`src/rtl/scs_pkg.sv`:
```
package scs_pkg;
  typedef enum logic [2:0] {
    MODE_IDLE  = 3'd0,
    MODE_ACT   = 3'd1,
    MODE_READ  = 3'd2,
    MODE_WRITE = 3'd3,
    MODE_DEACT = 3'd4,
    MODE_FAULT = 3'd5
  } scsMode_t;

  typedef struct packed {
    logic       run;    // step counter may move
    logic       up;     // 1: power up, 0: power down
    logic [1:0] level;  // requested programming level code
  } scsStrobe_t;
endpackage

```
`src/rtl/scs_dpath.sv`:
```
module scs_dpath
  import scs_pkg::*;
#(
  parameter int TICKS_PER_US = 4,
  parameter int GAP1_US      = 16,
  parameter int GAP2_US      = 64
) (
  input  logic       clk,
  input  logic       rst_n,
  input  scsStrobe_t strb,
  output logic [1:0] step,
  output logic [1:0] level
);
  localparam int MaxGap = (GAP1_US > GAP2_US) ? GAP1_US : GAP2_US;
  localparam int CntW   = $clog2(MaxGap + 1);
  localparam int PreW   = $clog2(TICKS_PER_US + 1);

  logic [PreW-1:0] preCnt;
  logic [CntW-1:0] usCnt;
  logic            usTick, gap1Hit, gap2Hit, stepMove;
  logic [1:0]      stepNext;

  assign usTick  = (preCnt == PreW'(TICKS_PER_US - 1));
  assign gap1Hit = usTick && (usCnt == CntW'(GAP1_US - 1));
  assign gap2Hit = usTick && (usCnt == CntW'(GAP2_US - 1));

  always_comb begin
    stepNext = step;
    if (strb.run) begin
      if (strb.up) begin
        case (step)
          2'd0:    stepNext = 2'd1;
          2'd1:    if (gap1Hit) stepNext = 2'd2;
          2'd2:    if (gap2Hit) stepNext = 2'd3;
          default: stepNext = step;
        endcase
      end else begin
        case (step)
          2'd3:    stepNext = 2'd2;
          2'd2:    if (gap2Hit) stepNext = 2'd1;
          2'd1:    if (gap1Hit) stepNext = 2'd0;
          default: stepNext = step;
        endcase
      end
    end
  end

  assign stepMove = (stepNext != step);

  always_ff @(posedge clk or negedge rst_n) begin
    if (!rst_n) begin
      step   <= 2'd0;
      level  <= 2'd0;
      preCnt <= '0;
      usCnt  <= '0;
    end else begin
      step  <= stepNext;
      level <= strb.level;
      if (!strb.run || stepMove) begin
        preCnt <= '0;
        usCnt  <= '0;
      end else if (usTick) begin
        preCnt <= '0;
        usCnt  <= usCnt + 1'b1;
      end else begin
        preCnt <= preCnt + 1'b1;
      end
    end
  end
endmodule

```
`src/rtl/scs_ctrl.sv`:
```
module scs_ctrl
  import scs_pkg::*;
(
  input  logic       clk,
  input  logic       rst_n,
  input  logic       sessCmdN,
  input  logic       hostIoIn,
  input  logic [2:0] vppSelN,
  input  logic       cardDet,
  input  logic       anyFlag,
  input  logic       supReady,
  input  logic [1:0] step,
  output scsStrobe_t strb,
  output scsMode_t   mode,
  output logic       offN
);
  scsMode_t   modeNext;
  logic [2:0] selAct;
  logic       faultNow, selAny;
  logic [1:0] selCode;

  assign selAct   = ~vppSelN;
  assign selAny   = |selAct;
  assign faultNow = anyFlag || !supReady || !cardDet;

  always_comb begin
    if (selAct[0])      selCode = 2'd1;
    else if (selAct[1]) selCode = 2'd2;
    else if (selAct[2]) selCode = 2'd3;
    else                selCode = 2'd0;
  end

  always_comb begin
    modeNext = mode;
    case (mode)
      MODE_IDLE:  if (supReady && !sessCmdN && hostIoIn) modeNext = MODE_ACT;
      MODE_ACT: begin
        if (faultNow)          modeNext = MODE_FAULT;
        else if (sessCmdN)     modeNext = MODE_DEACT;
        else if (step == 2'd3) modeNext = MODE_READ;
      end
      MODE_READ: begin
        if (faultNow)      modeNext = MODE_FAULT;
        else if (sessCmdN) modeNext = MODE_DEACT;
        else if (selAny)   modeNext = MODE_WRITE;
      end
      MODE_WRITE: begin
        if (faultNow)      modeNext = MODE_FAULT;
        else if (sessCmdN) modeNext = MODE_DEACT;
        else if (!selAny)  modeNext = MODE_READ;
      end
      MODE_DEACT: begin
        if (faultNow)          modeNext = MODE_FAULT;
        else if (step == 2'd0) modeNext = MODE_IDLE;
      end
      MODE_FAULT: if (step == 2'd0 && sessCmdN) modeNext = MODE_IDLE;
      default:    modeNext = MODE_IDLE;
    endcase
  end

  always_ff @(posedge clk or negedge rst_n) begin
    if (!rst_n) mode <= MODE_IDLE;
    else        mode <= modeNext;
  end

  always_comb begin
    strb.run   = (mode != MODE_IDLE);
    strb.up    = (mode == MODE_ACT) || (mode == MODE_READ) || (mode == MODE_WRITE);
    strb.level = (mode == MODE_WRITE) ? selCode : 2'd0;
  end

  assign offN = (mode != MODE_FAULT);
endmodule

```
`src/rtl/scard_seq.sv`:
```
module scard_seq
  import scs_pkg::*;
#(
  parameter int TICKS_PER_US = 4,
  parameter int GAP1_US      = 16,
  parameter int GAP2_US      = 64
) (
  input  logic       clk,
  input  logic       rst_n,
  input  logic       sessCmdN,
  input  logic       hostIoIn,
  input  logic [2:0] vppSelN,
  input  logic       presN,
  input  logic       presP,
  input  logic       vccOverCur,
  input  logic       vppOverCur,
  input  logic       overTemp,
  input  logic       mainDrop,
  input  logic       supReady,
  output logic       vccEn,
  output logic       vppEn,
  output logic [1:0] vppLevel,
  output logic       ioEn,
  output logic       clkEn,
  output logic       rstEn,
  output logic       offN,
  output logic       cardDet,
  output logic [2:0] modeOut
);
  scsStrobe_t strb;
  scsMode_t   mode;
  logic [1:0] step;

  assign cardDet = !presN && presP;

  scs_ctrl i_ctrl (
    .clk     (clk),
    .rst_n   (rst_n),
    .sessCmdN(sessCmdN),
    .hostIoIn(hostIoIn),
    .vppSelN (vppSelN),
    .cardDet (cardDet),
    .anyFlag (vccOverCur || vppOverCur || overTemp || mainDrop),
    .supReady(supReady),
    .step    (step),
    .strb    (strb),
    .mode    (mode),
    .offN    (offN)
  );

  scs_dpath #(
    .TICKS_PER_US(TICKS_PER_US),
    .GAP1_US     (GAP1_US),
    .GAP2_US     (GAP2_US)
  ) i_dpath (
    .clk  (clk),
    .rst_n(rst_n),
    .strb (strb),
    .step (step),
    .level(vppLevel)
  );

  assign vccEn   = (step != 2'd0);
  assign vppEn   = (step >= 2'd2);
  assign ioEn    = (step >= 2'd2);
  assign clkEn   = (step == 2'd3);
  assign rstEn   = (step == 2'd3);
  assign modeOut = mode;
endmodule

```
`config.mk`:
```
export PLATFORM = sky130hd
export DESIGN_NAME = scard_seq
export DESIGN_NICKNAME = d
export VERILOG_FILES = /design/src/rtl/scs_pkg.sv /design/src/rtl/scs_dpath.sv /design/src/rtl/scs_ctrl.sv /design/src/rtl/scard_seq.sv
export SDC_FILE = /design/constraint.sdc
export NUM_CORES = 1
export LEC_CHECK = 0
export BUFFER_PORTS_ARGS = -buffer_cell sky130_fd_sc_hd__buf_2
export CORE_UTILIZATION = 29
export DETAILED_ROUTE_END_ITERATION = 12
export RECOVER_POWER = 25
export SETUP_SLACK_MARGIN = 0.02
export SYNTH_ARGS = -nofsm -noshare
export SYNTH_HDL_FRONTEND = slang
export SYNTH_SLANG_ARGS = --single-unit
```
`constraint.sdc`:
```
create_clock -name clk -period 1.5 [get_ports clk]
set_input_delay 0.15 -clock clk [delete_from_list [all_inputs] [get_ports clk]]
set_output_delay 0.15 -clock clk [all_outputs]
set_load 0.02 [all_outputs]
```
* Word-level counts from Yosys, hierarchy flattened
Cells that the tools add are included.
** Cells by class
- Add/subtract/negate cells :: 2
- Multipliers :: 0
- Div/mod/pow operators :: 0
- Magnitude comparators :: 1
- Eq/ne operators :: 19
- Shifts and indexed selects :: 0
- Mux-type cells :: 30
- Bitwise logic cells :: 1
- Reduce and logical (&&, ||, !) cells :: 26
** Operator list (number)
- $mux W3 :: 15
- $mux W2 :: 10
- $pmux W3 S6 :: 1
- $mux W7 :: 2
- $pmux W2 S3 :: 2
- $eq A3 B2 Y1 const B :: 3
- $logic_or A1 B1 Y1 :: 8
- $ne A4 B3 Y1 const B :: 2
- $add A7 B1 Y7 const B :: 1
- $eq A7 B4 Y1 const B :: 1
- $eq A7 B6 Y1 const B :: 1
- $eq A3 B3 Y1 const B :: 2
- $logic_and A1 B1 Y1 :: 6
- $reduce_and A6 Y1 :: 1
- $logic_not A1 Y1 :: 5
- $eq A2 B2 Y1 const B :: 2
- $ne A2 B1 Y1 const B :: 2
- $ne A4 B2 Y1 const B :: 1
- $reduce_bool A2 Y1 :: 2
- $add A3 B1 Y3 const B :: 1
- $eq A3 B1 Y1 const B :: 1
- $logic_not A3 Y1 :: 1
- $ne A3 B1 Y1 const B :: 1
- $ne A3 B3 Y1 const B :: 1
- other kinds (7) :: 7
** Storage, ports and cells
- Register bits after elaboration :: 17
- Bits in latches :: 0
- RAM bits :: 0
- ROM bits :: 0
- Logic and storage cells :: 84
- Memories :: 0

* Depth between registers and ports, before layout
- Depth in word-level cells :: 9
- Gate-level depth with buffers :: 6
- Gate-level depth less buffers :: 5

* Modules after synthesis
A second synthesis with hierarchy kept.
** Unflattened totals
- Cells, all modules :: 119
- Area total of the unflattened synthesis :: 1099.8 µm²
** By module, submodules not included
- scs_dpath :: instances 1, cells each 68, area each 710.7 µm², seq. area each 350.3 µm²
- scs_ctrl :: instances 1, cells each 44, area each 344.1 µm², seq. area each 75.1 µm²
- scard_seq :: instances 1, cells each 7, area each 45.0 µm², seq. area each 0.0 µm²

* Least setup slack after synthesis
No wires, ideal clock.
- Path type :: reg-to-reg
- From :: register i_dpath.preCnt[0]
- To :: register i_dpath.preCnt[2]
- Setup time :: 0.132 ns
- Data arrival time :: 1.564 ns
- Data required time :: 1.368 ns
- Slack :: -0.196 ns
- Cell stages (with the launch flop) :: 6
- Buffers on the path :: 0
- Clock period less this slack :: 1.696 ns
- Cells stage by stage :: dfrtp_1 > ha_1 > nand3b_1 > or4b_4 > o211ai_4 > nor3b_1
** Between the ends
- Longest elaborated chain between the ends :: 9
- Elaborated cells on any way between the ends :: 16
** RTL lines
- start: declaration :: line scs_dpath.sv:18 : logic [PreW-1:0] preCnt;
- start signal: assignment :: line scs_dpath.sv:66 : preCnt <= preCnt + 1'b1;
- $eq A3 B2 Y1 :: line scs_dpath.sv:23 : assign usTick = (preCnt == PreW'(TICKS_PER_US - 1));
- $logic_and A1 B1 Y1 (on tied branches) :: line scs_dpath.sv:24, scs_dpath.sv:25
- $mux W2 (on tied branches)
- $pmux W2 S3 (on tied branches) :: line scs_dpath.sv:38, scs_dpath.sv:31
- $mux W2 :: line scs_dpath.sv:30 : if (strb.up) begin
- $mux W2 :: line scs_dpath.sv:29 : if (strb.run) begin
- $ne A2 B2 Y1 :: line scs_dpath.sv:48 : assign stepMove = (stepNext != step);
- $logic_or A1 B1 Y1 :: line scs_dpath.sv:59 : if (!strb.run || stepMove) begin
- $mux W3 * :: line scs_dpath.sv:59
Mark *: on every way between the ends. The rest lies on a longest branch, timed or not.
A chain may end at the register's enable or synchronous reset.

* Worst setup path after layout
- From :: register i_dpath.usCnt[1]
- To :: register i_dpath.usCnt[1]
** Between the ends
- Longest elaborated chain between the ends :: 9
- Elaborated cells on any way between the ends :: 18
** RTL lines
- start: declaration :: line scs_dpath.sv:19 : logic [CntW-1:0] usCnt;
- start signal: assignment :: line scs_dpath.sv:64 : usCnt <= usCnt + 1'b1;
- $eq A7 B4 Y1 or $eq A7 B6 Y1 (tied branches) :: line scs_dpath.sv:24, scs_dpath.sv:25
- $logic_and A1 B1 Y1 (on tied branches) :: line scs_dpath.sv:24, scs_dpath.sv:25
- $mux W2 (on tied branches)
- $pmux W2 S3 (on tied branches) :: line scs_dpath.sv:38, scs_dpath.sv:31
- $mux W2 :: line scs_dpath.sv:30
- $mux W2 :: line scs_dpath.sv:29
- $ne A2 B2 Y1 :: line scs_dpath.sv:48
- $logic_or A1 B1 Y1 :: line scs_dpath.sv:59
- $mux W7 or $reduce_bool A2 Y1 (tied branches)
Several ways; a longest one is shown, not always the timed one. The select of a mux whose other input is x is not followed.

==> results.toml <==
[worst_setup_path]
start_kind = "register"
cpLargestDelayFamily = "simple AND/OR/NAND/NOR gates"
crit_type = "register to register"
end_kind = "register"
cp.required_ns = 1.69
crit_buf_inv = 0
crit_chain = "ha_2 > nand2_2 > or4b_4 > o211ai_4 > nor2_1"
crit_fanout = 5
critPathMaxStageDelay_ns = 0.58
slowest_stage = "or4b_4"
arrival_ns = 1.85

[clocking]
numCtsBuffers = 3
insertion_delay_ns = 0.29
clock_path_buffers = 2
clk_pin_slew_worst_paths_ns = 0.10
cts.htree.levels = 1
clock_sink_count = 17
cts_tree = "done"
root_buffer = "clkbuf_4"

[global_route]
gr-total-overflow = 0
grt_pass1_vias = 1008
antenna_found_initial = 0
grt_max_degree = 18
grt_pass1_wl_um = 4230
grt_usage = 0.153

[placed_design]
gp_congestion = 0.790
dp_cells = 200
dpl.hpwl_um = 1920
dpl-instance-area_um2 = 1350
portBuffers = 25
pre_cts_ws_ns = -0.259

[pwr]
power_frac_clock = 0.123
power_frac_seq = 0.316
ir_drop_v = 0.000635
finalPower_uw = 2060
p_leak_uw = 0.000718
intPower_uw = 1210
power_density_nw_per_um2 = 1340
p_sw_uw = 847
p_comb_frac = 0.561
power_switching_share = 0.411

[hold_path]
hold_class = "input pin to register"

[die]
start_util = 0.307
die_area_um2 = 3800
fp-row-count = 21
die_x_um = 61.7
fp.coreArea_um2 = 3360
die_h_um = 61.7
io_pins = 26

[route]
via_per_inst = 4.93
dr.first_iter.drc_count = 25
wl_per_cell_um = 12.6
routed_wl_um = 2730
drc = 0
dr.pass1.iters = 4
vias = 1070
ant_nets = 0

[cells_and_area]
drive_gt1_frac = 0.474
num-fill-cells = 375
area_growth_pct = 49.6
nNetsFinal = 188
utilization = 0.459
diodes = 0
design_area_um2 = 1540
fin_cells = 217

[sta]
max_freq_mhz = 600
fin_ws_ns = -0.166
rsz0062_at_grt = "true"
tightest_slew_ns = 0.929
drv_slew = 0
final-setup-viol-count = 13
hold_viol_final = 0
max-slew-margin-rel = 0.381
fin_crit_ns = 1.67
period_share = 1.11
clock_skew_ns = 0.00120

[logic_synthesis]
yosysMostFrequentCell = "dfrtp_1"
synth_compound_area_frac = 0.148
synthMuxAreaShare = 0.0194
seq_area_frac_synth = 0.412
avgSynthCellArea_um2 = 8.90
yosys-top-cells-area = "dfrtp_1 41%, nor2_1 5.5%, nor3_1 3.9%, nand2_1 3.6%, xnor2_1 3.4%"
synth_edf_count = 0
ys_top_cells_by_count = "17 x dfrtp_1, 15 x nor2_1, 10 x nand2_1"
ys_async_sr_fraction = 1.00
synthXorXnorAreaFrac = 0.0509
synth_top_family_by_area = "simple AND/OR/NAND/NOR gates"
synth_top_area_share = 0.412
ys_ff_latch = 17
synthAdderAreaFrac = 0.0242
synth_top_area_cell = "dfrtp_1"
syn_area_um2 = 1030
yosys_warnings = 0
yosys.area_share.simple = 0.291
synthCells = 116
syn_nets = 132
ys_types = 36
ys.flop_type = "dfrtp_1"

[job]
drv_cap = 0

[status]
status = "finished with violations"
violations = "negative setup slack"
==> timing repair <==
item,CTS,global route
setup endpoints to repair,12,17
cloned,1,0
resized for setup,8,12
buffers inserted,3,8
endpoints found under the hold margin,17,0
hold buffers,1,0
pin swaps,10,3
==> registers in the layout, indices dropped and copies added, names as in the netlist <==
name            cells
i_ctrl.mode         3
i_dpath.level       2
i_dpath.preCnt      3
i_dpath.step        2
i_dpath.usCnt       7
==> power by group through the flow <==
stage | Sequential [uW] | Clock, uW | Combinational, uW
3_5_place_dp | 654 | 0 | 960
6_report | 651 | 254 | 1160
4_1_cts | 646 | 264 | 1050
3_3_place_gp | 647 | 0 | 923
5_1_grt | 665 | 284 | 1280
2_1_floorplan | 673 | 0 | 580
==> cells by family (layout without fill, tap and decap cells) <==
kind of cell,Yosys count,count (layout)
AOI/OAI and AO/OA,20,21
xor gates and xnor gates,6,6
adders and majority gates,2,2
buffers and inverters,12,66
DFF,17,17
muxes,2,2
and+or+nand+nor,57,57
==> layout make-up <==
type	count	area (um2)	share of cell area
multi-input cells	88	636	0.412
flip-flops and latches	17	428	0.277
repair buffers	57	374	0.242
well taps	46	57.6	0.0373
clock buffers	3	22.5	0.0146
inverters	5	18.8	0.0122
clock inverters	1	7.51	0.00486
==> final timing paths <==
path | start | to | slack [ns] | cells after the start
setup / recovery | i_dpath.usCnt[1] | i_dpath.usCnt[1] | -0.17 | 5
hold / removal | vppSelN[0] | i_dpath.level[0] | 0.04 | 2
setup reg to reg | i_dpath.usCnt[1] | i_dpath.usCnt[1] | -0.17 | 5
hold reg to reg | i_dpath.preCnt[0] | i_dpath.preCnt[0] | 0.46 | 1
max in group asynchronous | rst_n | i_ctrl.mode[1] | 0.38 | 2
min in group asynchronous | rst_n | i_dpath.usCnt[0] | 0.50 | 2
==> stage by stage <==
step                hold slack, ns  setup TNS [ns]
floorplan                   -0.146           -1.40
global route                0.0281           -2.70
finish                      0.0351           -1.68
global placement            0.0868           -1.66
detailed placement          0.0907           -2.26
CTS                         0.0278           -1.59
==> placed cells by master (no fill, tap or decap), types with 2 or more instances in the layout <==
cell type  count
buf_4         29
buf_2         23
dfrtp_1       15
nor2_1        12
nor3_1         8
nand2_1        7
inv_1          5
a21oi_1        4
nor2b_1        4
xnor2_1        4
nand3b_1       3
nand2_2        3
and3_1         3
clkbuf_4       3
nand2b_1       2
nand3_1        2
nand4_1        2
nor2_2         2
a41oi_1        2
a211oi_2       2
a31oi_1        2
mux2i_1        2
xor2_1         2
ha_2           2
dfrtp_2        2
buf_6          2
==> metal layers <==
layer  track usage  part of all wire  vias to the layer above
met1         0.166              0.42                      522
met5             0                 0                        -
met2         0.283              0.53                       23
met3        0.0357             0.033                        4
li1              -                 -                      521
met4        0.0635             0.011                        0
No activity file was read; power rests on OpenSTA's default activity.
